[src/rtl/irq_entry_pkg.sv]
package irq_entry_pkg;
  // status word layout
  localparam int SR_W        = 32;
  localparam int SR_MD       = 30;
  localparam int SR_RB       = 29;
  localparam int SR_BL       = 28;
  localparam int SR_FD       = 15;
  localparam int IMASK_LO    = 4;
  localparam int IMASK_W     = 4;

  // decision produced each cycle
  typedef struct packed {
    logic enter;
    logic leave;
  } seq_cmd_t;
endpackage

[src/rtl/irq_gate.sv]
module irq_gate
  import irq_entry_pkg::*;
(
  input  logic               req,
  input  logic [IMASK_W-1:0] level,
  input  logic [SR_W-1:0]    sr,
  input  logic               reset_type,
  input  logic               rte,
  output seq_cmd_t           cmd
);
  logic [IMASK_W-1:0] cur_mask;
  logic               unmasked;
  logic               eligible;

  always_comb begin
    cur_mask  = sr[IMASK_LO +: IMASK_W];
    unmasked  = !sr[SR_BL] && (level > cur_mask);
    eligible  = req && (reset_type || unmasked);
    // return wins; a held request is looked at again next cycle
    cmd.leave = rte;
    cmd.enter = eligible && !rte;
  end
endmodule

[src/rtl/irq_sr_compose.sv]
module irq_sr_compose
  import irq_entry_pkg::*;
#(
  parameter bit HAS_MASK_UPD = 1'b1
)(
  input  logic [SR_W-1:0]    sr_in,
  input  logic [IMASK_W-1:0] level,
  input  logic               upd_en,
  input  logic               reset_type,
  output logic [SR_W-1:0]    sr_out
);
  logic [SR_W-1:0]    flagged;
  logic [IMASK_W-1:0] new_mask;

  always_comb begin
    flagged         = sr_in;
    flagged[SR_MD]  = 1'b1;
    flagged[SR_RB]  = 1'b1;
    flagged[SR_BL]  = 1'b1;
    if (reset_type) flagged[SR_FD] = 1'b0;
  end

  generate
    if (HAS_MASK_UPD) begin : g_mask_upd
      assign new_mask = upd_en ? level : sr_in[IMASK_LO +: IMASK_W];
    end else begin : g_mask_keep
      logic unused_upd;
      assign unused_upd = upd_en ^ (^level);
      assign new_mask   = sr_in[IMASK_LO +: IMASK_W];
    end
  endgenerate

  always_comb begin
    sr_out                       = flagged;
    sr_out[IMASK_LO +: IMASK_W]  = new_mask;
  end
endmodule

[src/rtl/irq_shadow_bank.sv]
module irq_shadow_bank
  import irq_entry_pkg::*;
#(
  parameter int XLEN   = 32,
  parameter int CODE_W = 14
)(
  input  logic              clk,
  input  logic              rst,
  input  logic              capture,
  input  logic [XLEN-1:0]   pc_in,
  input  logic [SR_W-1:0]   sr_in,
  input  logic [XLEN-1:0]   gr_in,
  input  logic [CODE_W-1:0] code_in,
  output logic [XLEN-1:0]   spc,
  output logic [SR_W-1:0]   ssr,
  output logic [XLEN-1:0]   sgr,
  output logic [XLEN-1:0]   intevt
);
  localparam int PAD_W = XLEN - CODE_W;

  always_ff @(posedge clk) begin
    if (rst) begin
      spc    <= '0;
      ssr    <= '0;
      sgr    <= '0;
      intevt <= '0;
    end else if (capture) begin
      spc    <= pc_in;
      ssr    <= sr_in;
      sgr    <= gr_in;
      intevt <= {{PAD_W{1'b0}}, code_in};
    end
  end
endmodule

[src/rtl/irq_entry_seq.sv]
module irq_entry_seq
  import irq_entry_pkg::*;
#(
  parameter int          XLEN         = 32,
  parameter int          CODE_W       = 14,
  parameter int unsigned VEC_OFFSET   = 32'h600,
  parameter bit          HAS_MASK_UPD = 1'b1
)(
  input  logic               clk,
  input  logic               rst,
  input  logic [XLEN-1:0]    cur_pc,
  input  logic [SR_W-1:0]    cur_sr,
  input  logic [XLEN-1:0]    cur_r15,
  input  logic [XLEN-1:0]    vbr,
  input  logic               irq_req,
  input  logic [IMASK_W-1:0] irq_level,
  input  logic [CODE_W-1:0]  irq_code,
  input  logic               irq_reset_type,
  input  logic               rte_strobe,
  input  logic               mask_upd_en,
  output logic               accept_pulse,
  output logic               pc_load,
  output logic [XLEN-1:0]    next_pc,
  output logic               sr_load,
  output logic [SR_W-1:0]    next_sr,
  output logic [XLEN-1:0]    spc,
  output logic [SR_W-1:0]    ssr,
  output logic [XLEN-1:0]    sgr,
  output logic [XLEN-1:0]    intevt
);
  localparam logic [XLEN-1:0] OFFSET = XLEN'(VEC_OFFSET);

  seq_cmd_t        cmd;
  logic [SR_W-1:0] entry_sr;

  irq_gate u_gate (
    .req        (irq_req),
    .level      (irq_level),
    .sr         (cur_sr),
    .reset_type (irq_reset_type),
    .rte        (rte_strobe),
    .cmd        (cmd)
  );

  irq_sr_compose #(.HAS_MASK_UPD(HAS_MASK_UPD)) u_compose (
    .sr_in      (cur_sr),
    .level      (irq_level),
    .upd_en     (mask_upd_en),
    .reset_type (irq_reset_type),
    .sr_out     (entry_sr)
  );

  irq_shadow_bank #(.XLEN(XLEN), .CODE_W(CODE_W)) u_shadow (
    .clk     (clk),
    .rst     (rst),
    .capture (cmd.enter),
    .pc_in   (cur_pc),
    .sr_in   (cur_sr),
    .gr_in   (cur_r15),
    .code_in (irq_code),
    .spc     (spc),
    .ssr     (ssr),
    .sgr     (sgr),
    .intevt  (intevt)
  );

  // load commands toward the core, registered
  always_ff @(posedge clk) begin
    if (rst) begin
      accept_pulse <= 1'b0;
      pc_load      <= 1'b0;
      sr_load      <= 1'b0;
      next_pc      <= '0;
      next_sr      <= '0;
    end else begin
      accept_pulse <= 1'b0;
      pc_load      <= 1'b0;
      sr_load      <= 1'b0;
      if (cmd.leave) begin
        pc_load <= 1'b1;
        sr_load <= 1'b1;
        next_pc <= spc;
        next_sr <= ssr;
      end else if (cmd.enter) begin
        accept_pulse <= 1'b1;
        pc_load      <= 1'b1;
        sr_load      <= 1'b1;
        next_pc      <= vbr + OFFSET;
        next_sr      <= entry_sr;
      end
    end
  end
endmodule

[config.mk]
export PLATFORM = sky130hd
export DESIGN_NAME = irq_entry_seq
export DESIGN_NICKNAME = d
export VERILOG_FILES = /design/src/rtl/irq_entry_pkg.sv /design/src/rtl/irq_gate.sv /design/src/rtl/irq_sr_compose.sv /design/src/rtl/irq_shadow_bank.sv /design/src/rtl/irq_entry_seq.sv
export SDC_FILE = /design/constraint.sdc
export NUM_CORES = 1
export LEC_CHECK = 0
export BUFFER_PORTS_ARGS = -buffer_cell sky130_fd_sc_hd__buf_2
export CORE_ASPECT_RATIO = 1.4
export CORE_MARGIN = 5
export CORE_UTILIZATION = 48
export DETAILED_ROUTE_END_ITERATION = 8
export PLACE_DENSITY = 0.88
export SYNTH_ARGS = -nofsm -noshare
export SYNTH_HDL_FRONTEND = slang
export SYNTH_HIERARCHICAL = 1
export SYNTH_SLANG_ARGS = --single-unit
[constraint.sdc]
create_clock -name clk -period 3.41 [get_ports clk]
set_input_delay 0.341 -clock clk [delete_from_list [all_inputs] [get_ports clk]]
set_output_delay 0.341 -clock clk [all_outputs]
set_load 0.1 [all_outputs]
==> results of run 1 <==
## cell type report
type / instances / area, sq um
clock inverter: 14 / 179
tap: 199 / 249
fill: 1389 / 6370
clock buffer: 18 / 429
timing repair buffer: 336 / 1730
sequential: 176 / 3520
multi-input combinational: 581 / 3710
inverter: 12 / 45.0
## per-stage QoR
| stage | total power, uW | instance area [sq um] | setup WS (ns) |
|---|---|---|---|
| 2_1_floorplan | 3300 | 8030 | 0.765 |
| 3_3_place_gp | 3480 | 9260 | 0.508 |
| 3_5_place_dp | 3500 | 9260 | 0.446 |
| 4_1_cts | 5490 | 9870 | 0.886 |
| 5_1_grt | 5650 | 9870 | 0.721 |
| 6_report | 5440 | 9870 | 0.869 |
## flip-flops by register name, summed over array words and instances, names as in the netlist
name,flops
accept_pulse,1
next_pc,32
next_sr,32
sr_load,1
u_shadow/intevt,14
u_shadow/sgr,32
u_shadow/spc,32
u_shadow/ssr,32
## tightest hold or removal path: cells and delay by family
kind	cells	cell delay (ns)
buffers and inverters	1	0.08
multiplexers	1	0.06
AND/OR/NAND/NOR	1	0.07
## metal layers
metal  share of wire [%]  wire length (microns)  track usage (%)
met5                   0                      0                0
met3                 6.2                   1310             4.79
met1                  38                   8010             22.6
met2                  52                  11000             38.2
met4                 3.2                    670             9.23
## layout by cell type (no fill, tap or decap), types with 5 or more instances in the layout
master / synthesis / final
nor3_1: 6 / 6
buf_4: 48 / 8
nand2_1: 23 / 23
o22ai_1: 5 / 5
buf_2: 13 / 326
nand3_1: 6 / 6
a21oi_1: 66 / 66
nor3b_1: 14 / 14
mux2i_1: 152 / 152
a211o_1: 6 / 6
nor2_1: 209 / 209
clkbuf_16: 0 / 17
nand4_1: 5 / 5
mux2_2: 5 / 5
inv_1: 11 / 11
dfxtp_1: 176 / 176
ha_1: 5 / 5
xnor2_1: 7 / 7
conb_1: 2 / 21
## worst paths after layout
check / end / cells after the start / slack [ns] / start
worst max-delay path: next_pc[28]$_SDFFE_PP0P_ / 10 / 0.87 / cur_sr[7]
worst min-delay path: u_shadow/spc[7]$_SDFFE_PP0P_ / 3 / 0.15 / cur_pc[7]
worst min register to register: u_shadow/sgr[13]$_SDFFE_PP0P_ / 2 / 0.49 / u_shadow/sgr[13]$_SDFFE_PP0P_
worst max register to register: next_pc[31]$_SDFFE_PP0P_ / 4 / 2.21 / next_pc[31]$_SDFFE_PP0P_
## cell families after synthesis
group,Yosys count,synth area share [%]
buf+inv,116,10.1
mux,157,19.8
other cells,2,0.0943
compound gates,103,7.69
flops,176,44.3
simple gates,286,16.2
xor+xnor,9,0.990
fa+ha+maj,5,0.786
## power groups by stage
stage / registers (uW) / logic, uW / clock network [uW]
global route: 2200 / 1320 / 2130
finish: 2190 / 1260 / 1990
CTS: 2190 / 1260 / 2040
detailed placement: 2240 / 1260 / 0
global placement: 2230 / 1250 / 0
floorplan: 2840 / 462 / 0
==> results.py, run 1 <==
metrics = {
    "clock_tree": {
        "path_clk_slew_ns": 0.07,
        "post_cts_resized": 0,
        "cts_tree": "done",
        "post_cts_buffers": 0,
        "clock_path_buffers": 2,
        "numCtsBuffers": 17,
        "cts.htree.levels": 4,
        "clock_latency_ns": 0.41,
        "cts.sinks": 176,
        "cts_hold_buf": 0,
        "cts_root_buf": "clkbuf_16",
    },
    "global_routing": {
        "grt_pass1_vias": 6713,
        "antenna_found_initial": 0,
        "grt_usage_pct": 20.8,
        "grt_pass1_wl_microns": 33000,
        "globalRouteOverflowTotal": 0,
        "grt_max_degree": 105,
    },
    "floorplan": {
        "die_width_microns": 119,
        "ioPinCount": 347,
        "coreArea_sq_um": 16200,
        "placementRows": 55,
        "fp.dieH_microns": 162,
        "start_util_pct": 49.0,
        "dieArea_sq_um": 19300,
    },
    "synth": {
        "netlist_instances": 854,
        "synthFlopType": "dfxtp_1",
        "yosysMostFrequentCell": "nor2_1",
        "synth.distinct_cells": 50,
        "netlist_area_sq_um": 7960,
        "synth.area.top_cells": "dfxtp_1 44%, mux2i_1 19%, nor2_1 9.9%",
        "syn_area_per_cell_sq_um": 9.32,
        "synth_edf_count": 0,
        "synth_common_cells": "209 x nor2_1, 176 x dfxtp_1, 152 x mux2i_1",
        "yosys.area.top_type": "dfxtp_1",
        "synth_top_area_share_pct": 44.3,
        "ys_seq_area_share_pct": 44.3,
        "synthArstFlopShare_pct": 0,
        "ys_ff_latch": 176,
        "ys_warn_count": 6,
    },
    "timing": {
        "grt_setup_unrepaired": "no",
        "holdWs_ns": 0.154,
        "hold_viol": 0,
        "layout_min_cycle_time_ns": 2.54,
        "worstMarginPinSlew_ns": 1.05,
        "fin_crit_sh_pct": 74.5,
        "clock_skew_ns": 0.00722,
        "finalSetupViolCount": 0,
        "drv_slew": 0,
        "setup_tns_ns": 0,
        "slew_headroom_pct": 30.2,
        "max_freq_mhz": 394,
    },
    "routing": {
        "drt-pass1-iter-count": 4,
        "drc": 0,
        "via_count": 6877,
        "routed_wl_microns": 21000,
        "ant_nets": 0,
        "wire_per_inst_microns": 15.7,
        "dr.first_iter.drc_count": 492,
        "vias_per_cell": 5.15,
    },
    "setup_path": {
        "cpPeakStageDelay_ns": 0.66,
        "worstPathRequired_ns": 3.75,
        "startpoint_type": "input port",
        "cp_slowest_cell": "or3b_1",
        "crit_type": "in -> reg",
        "cp_max_fo": 18,
        "cp_cell_sequence": "buf_2 -> inv_1 -> ha_1 -> and2_4 -> a31o_1 -> a21oi_1 -> o211a_4 -> or3b_1 -> or4b_1 -> o211ai_1",
        "path_delay_family": "simple AND/OR/NAND/NOR gates",
        "timing.critical_path.buf_inv": 2,
        "cp.arrival_ns": 2.88,
        "crit_path_end_kind": "register",
    },
    "layout": {
        "diodes": 0,
        "syn2layout_area_growth_pct": 24.0,
        "layout-drive-gt1-share_pct": 33.9,
        "fin_cells": 1336,
        "final_util_pct": 60.8,
        "nets": 1281,
    },
    "power": {
        "p_per_area_nw_per_um2": 551,
        "clkPwrFrac_pct": 36.5,
        "cellInternalPower_uw": 3520,
        "leakage_uw": 0.00456,
        "switching_power_uw": 1920,
        "switching_share_pct": 35.3,
        "combPwrFrac_pct": 23.2,
        "seqPwrFrac_pct": 40.3,
        "irDropWorstVdd_v": 0.000295,
    },
    "placement": {
        "dp.cells": 1304,
        "dpl.hpwl_microns": 15400,
        "place_congestion": 0.856,
        "portBuffers": 328,
    },
    "run": {
        "maxCapViolations": 0,
    },
    "worst_hold_path": {
        "hp-class": "in -> reg",
    },
    "status": {
        "outcome": "complete, no violations",
    },
}
No activity file was read; power rests on OpenSTA's default activity.
==> run 2, diff against run 1 <==
Settings changed: CORE_UTILIZATION 48 to 43, PLACE_DENSITY 0.88 to 0.83.
Clock period 3.41 ns to 2.2 ns, I/O delays scaled along.
==> results.py, run 2 (synthesis gave the netlist of run 1 again) <==
metrics = {
    "timing": {
        "worstMarginPinSlew_ns": 0.968,
        "slew_headroom_pct": 35.5,
        "max_freq_mhz": 486,
        "fin_crit_sh_pct": 93.5,
        "finalSetupViolCount": 0,
        "grt_setup_unrepaired": "no",
        "hold_viol": 0,
        "setup_tns_ns": 0,
        "layout_min_cycle_time_ns": 2.06,
        "drv_slew": 0,
        "holdWs_ns": 0.0310,
        "clock_skew_ns": 0.00940,
    },
    "floorplan": {
        "ioPinCount": 347,
        "placementRows": 59,
        "start_util_pct": 43.3,
        "coreArea_sq_um": 18400,
        "dieArea_sq_um": 21400,
        "fp.dieH_microns": 171,
        "die_width_microns": 125,
    },
    "routing": {
        "drt-pass1-iter-count": 4,
        "wire_per_inst_microns": 15.2,
        "dr.first_iter.drc_count": 404,
        "routed_wl_microns": 21300,
        "via_count": 6996,
        "vias_per_cell": 4.99,
        "drc": 0,
        "ant_nets": 0,
    },
    "worst_hold_path": {
        "hp-start": "cur_r15[13]",
        "worstHoldEndpoint": "u_shadow/sgr[13]$_SDFFE_PP0P_",
        "hp-class": "in -> reg",
        "worstHoldPathCells": 3,
    },
    "clock_tree": {
        "clock_latency_ns": 0.42,
        "cts_tree": "done",
        "clock_path_buffers": 2,
        "cts_root_buf": "clkbuf_16",
        "numCtsBuffers": 17,
        "path_clk_slew_ns": 0.08,
        "cts_hold_buf": 0,
        "cts.htree.levels": 4,
        "cts.sinks": 176,
    },
    "setup_path": {
        "r2r-start": "next_pc[31]$_SDFFE_PP0P_",
        "startpoint_type": "input port",
        "r2r_slack_ns": 1.02,
        "worstPathRequired_ns": 2.57,
        "cp_max_fo": 6,
        "timing.rr.end": "next_pc[31]$_SDFFE_PP0P_",
        "crit_type": "in -> reg",
        "crit_path_end_kind": "register",
        "rr_worst_depth": 4,
        "cp.arrival_ns": 2.42,
    },
    "global_routing": {
        "globalRouteOverflowTotal": 0,
        "grt.busiest_layer": "met2",
        "grt_max_degree": 176,
        "antenna_found_initial": 0,
        "grt_usage_pct": 18.7,
        "grt_pass1_wl_microns": 33100,
        "grt_util_met2_pct": 33.4,
        "use_met3_pct": 5.34,
        "gr-usage-met1_pct": 20.6,
        "grt_pass1_vias": 6712,
    },
    "layout": {
        "layout_commonest_cell": "buf_2",
        "syn2layout_area_growth_pct": 27.2,
        "layout-drive-gt1-share_pct": 35.6,
        "nets": 1301,
        "fin_cells": 1402,
        "layout_common_cells": "326 x buf_2, 209 x nor2_1, 176 x dfxtp_1, 152 x mux2i_1, 66 x a21oi_1",
        "nFillCells": 1629,
        "regArea_sq_um": 3520,
        "fin_area_sq_um": 10100,
        "multi_input_area_sq_um": 3750,
    },
    "placement": {
        "portBuffers": 328,
        "dpl.hpwl_microns": 15700,
        "dp.cells": 1369,
        "placed_area_sq_um": 9550,
        "place_congestion": 0.892,
    },
    "run": {
        "maxCapViolations": 0,
    },
    "power": {
        "power_uw": 8310,
        "leakage_uw": 0.00466,
        "irDropWorstVdd_v": 0.000482,
        "p_per_area_nw_per_um2": 820,
    },
    "status": {
        "outcome": "complete, no violations",
    },
}
## run 2: cell types whose count changed in the layout (fill, tap and decap cells not counted), moves of 2 or more
cell	change
inv_1	-2
inv_6	+5
buf_4	+17
ha_4	+2
bufinv_16	-2
buf_12	+3
ha_1	-2
inv_4	+2
clkinv_4	-4
## run 2: critical path, stage by stage
cell	delay, ns
buf_2	0.18
inv_12	0.03
ha_4	0.22
and2_4	0.15
a31o_1	0.16
a21oi_1	0.15
o211a_4	0.21
or3b_1	0.43
buf_4	0.19
buf_4	0.15
nor3_1	0.18
a211o_1	0.14
## run 2: what timing repair did
action | in CTS | in global routing
setup endpoints to repair | 0 | 3
resized for setup | 0 | 3
setup buffers | 0 | 0
## run 2: final cells by class
cell class / count / area share, %
well taps: 244 / 3.01
clock buffers: 17 / 4.20
diodes: 1 / 0.0247
repair buffers: 356 / 18.9
inverters: 12 / 0.618
flip-flops and latches: 176 / 34.8
clock inverters: 15 / 1.42
multi-input cells: 581 / 37.0
## run 2: stage by stage
step	setup WS (ns)	util, %
after detailed placement	-0.334	51.9
after floorplan	-0.176	-
after global placement	-0.265	51.9
final	0.144	55.1
after global routing	0.0513	55.1
after CTS	0.0985	55.0
## run 2: how the worst max path moves through the flow
stage,from,endpoint,slack [ns],cells after the start
6_report,cur_sr[6],next_pc[26]$_SDFFE_PP0P_,0.14,12
3_5_place_dp,cur_sr[6],next_pc[26]$_SDFFE_PP0P_,-0.33,13
3_3_place_gp,cur_sr[6],next_pc[26]$_SDFFE_PP0P_,-0.26,13
2_1_floorplan,cur_sr[6],next_pc[28]$_SDFFE_PP0P_,-0.18,11
5_1_grt,cur_sr[6],next_pc[25]$_SDFFE_PP0P_,0.05,12
4_1_cts,cur_sr[6],next_pc[26]$_SDFFE_PP0P_,0.1,13
## run 2: metal layers
metal  routed length, microns  part of all wire (%)
met2                    11000                    52
met4                      735                   3.5
met5                        0                     0
met3                     1360                   6.4
met1                     8220                    39
## run 2: power breakdown
group / switching (uW) / leakage [uW] / internal (uW) / total [uW]
Clock: 1410 / 0.000274 / 1510 / 2920
Sequential: 79.6 / 0.00143 / 3320 / 3400
Combinational: 1550 / 0.00295 / 442 / 1990
==> run 3, diff against run 2 <==
Settings changed: CAP_MARGIN set to 10, HOLD_SLACK_MARGIN set to 0.06.
==> results.py, run 3 (synthesis gave the netlist of run 1 again) <==
metrics = {
    "clock_tree": {
        "cts.htree.levels": 4,
        "cts_root_buf": "clkbuf_16",
        "clock_latency_ns": 0.42,
        "cts.sinks": 176,
        "numCtsBuffers": 17,
        "path_clk_slew_ns": 0.07,
        "cts_tree": "done",
        "post_cts_buffers": 0,
        "clock_path_buffers": 2,
    },
    "timing": {
        "max_freq_mhz": 482,
        "worstMarginPinSlew_ns": 0.845,
        "finalSetupViolCount": 0,
        "hold_viol": 0,
        "drv_slew": 0,
        "setup_tns_ns": 0,
        "fin_crit_sh_pct": 94.3,
        "grt_setup_unrepaired": "no",
        "slew_headroom_pct": 43.6,
        "layout_min_cycle_time_ns": 2.08,
        "clock_skew_ns": 0.00769,
    },
    "setup_path": {
        "timing.critical_path.buf_inv": 4,
        "r2r-start": "next_pc[31]$_SDFFE_PP0P_",
        "path_delay_family": "buffers and inverters",
        "crit_start": "cur_sr[6]",
        "startpoint_type": "input port",
        "path_depth": 13,
        "cpPeakStageDelay_ns": 0.25,
        "cp.arrival_ns": 2.35,
        "endpoint": "next_pc[8]$_SDFFE_PP0P_",
        "crit_path_end_kind": "register",
        "r2r_slack_ns": 1.00,
        "worstPathRequired_ns": 2.48,
        "cp_slowest_cell": "buf_12",
        "timing.rr.end": "next_pc[31]$_SDFFE_PP0P_",
        "rr_worst_depth": 4,
        "cp_max_fo": 33,
        "cp_cell_sequence": "buf_2 -> inv_12 -> ha_4 -> and2_4 -> a31o_1 -> a21oi_1 -> o211a_4 -> buf_4 -> buf_12 -> mux2i_1 -> nor2_1 -> a21oi_1 -> nor2_1",
        "crit_type": "in -> reg",
    },
    "routing": {
        "highest_layer": "met4",
        "dr_wl_met2_microns": 12600,
        "via_count": 7537,
        "routed_wl_microns": 24200,
        "met1Wirelength_microns": 8940,
        "drc": 0,
        "drt-pass1-iter-count": 7,
        "vias_per_cell": 5.02,
        "dr.first_iter.drc_count": 422,
        "wl_met3_microns": 1600,
        "wire_per_inst_microns": 16.1,
        "ant_nets": 0,
    },
    "status": {
        "outcome": "complete, no violations",
    },
    "placement": {
        "portBuffers": 328,
        "dpl.hpwl_microns": 15700,
        "place_congestion": 0.892,
        "dp.cells": 1369,
    },
    "layout": {
        "syn2layout_area_growth_pct": 39.7,
        "layout_common_cells": "326 x buf_2, 209 x nor2_1, 176 x dfxtp_1, 152 x mux2i_1, 99 x dlygate4sd3_1",
        "layout_commonest_cell": "buf_2",
        "layout-drive-gt1-share_pct": 32.8,
        "diodes": 0,
        "fin_cells": 1500,
        "nets": 1400,
    },
    "global_routing": {
        "grt_pass1_vias": 7520,
        "grt_max_degree": 176,
        "grt_usage_pct": 21.4,
        "antenna_found_initial": 0,
        "globalRouteOverflowTotal": 0,
        "grt_pass1_wl_microns": 37700,
    },
    "floorplan": {
        "coreArea_sq_um": 18400,
        "fp.dieH_microns": 171,
        "die_width_microns": 125,
        "placementRows": 59,
        "ioPinCount": 347,
        "dieArea_sq_um": 21400,
        "start_util_pct": 43.3,
    },
    "power": {
        "p_per_area_nw_per_um2": 762,
        "irDropWorstVdd_v": 0.000475,
        "leakage_uw": 0.00507,
    },
    "worst_hold_path": {
        "hp-class": "in -> reg",
        "hp-start": "cur_sr[18]",
    },
    "run": {
        "maxCapViolations": 0,
    },
}
==> run 3: cell count changes in the layout (fill, tap and decap cells not counted), sizes merged <==
cell,previous run,this run
dlygate4sd3,0,99
diode,1,0
==> run 3: area by class of cell <==
| class | count | area [sq um] |
|---|---|---|
| inverter | 12 | 62.6 |
| clock buffer | 17 | 425 |
| fill | 1432 | 7260 |
| multi-input combinational | 581 | 3750 |
| tap | 244 | 305 |
| sequential | 176 | 3520 |
| clock inverter | 15 | 144 |
| timing repair buffer | 455 | 2910 |
==> run 3: worst min-delay path, cell delays in order <==
cell and delay [ns]:
buf_2 0.10, mux2i_1 0.07, nor2_1 0.07
==> run 3: how the worst min path moves through the flow <==
stage               slack [ns]  depth (start not counted)                          endpoint
finish                    0.08                          3     u_shadow/ssr[18]$_SDFFE_PP0P_
global route              0.09                          3     u_shadow/spc[10]$_SDFFE_PP0P_
CTS                       0.06                          3     u_shadow/ssr[22]$_SDFFE_PP0P_
detailed placement        0.46                          3     u_shadow/sgr[23]$_SDFFE_PP0P_
global placement          0.45                          3     u_shadow/ssr[29]$_SDFFE_PP0P_
floorplan                 0.37                          2  u_shadow/intevt[10]$_SDFFE_PP0P_
==> run 3: where the power goes <==
group / internal, uW / switching [uW] / leakage, uW / total, uW
clock: 1510 / 1400 / 0.000274 / 2910
combinational: 557 / 1600 / 0.00337 / 2160
sequential: 3320 / 83.6 / 0.00143 / 3400
total: 5380 / 3080 / 0.00507 / 8470
==> run 3: what timing repair did <==
action | in CTS | in global routing
hold endpoints to repair | 98 | 1
endpoints found under the setup margin | 0 | 3
hold buffers | 98 | 1
gates resized for setup | 0 | 3
==> run 3: metal layers <==
layer  global-route usage, %  up-vias
met2                    39.0      320
met4                    11.0        0
met3                    6.21       81
met1                    22.4     3519
li1                        -     3617
met5                       0        -
==> run 3: through the flow <==
stage	hold slack [ns]	power, uW	utilization, %	setup WS [ns]	area, sq um
2_1_floorplan	0.367	5130	-	-0.176	8110
3_3_place_gp	0.453	5440	51.9	-0.265	9550
3_5_place_dp	0.464	5460	51.9	-0.334	9550
4_1_cts	0.0601	8520	60.4	0.0985	11100
5_1_grt	0.0858	8760	60.5	0.0306	11100
6_report	0.0843	8470	60.5	0.124	11100
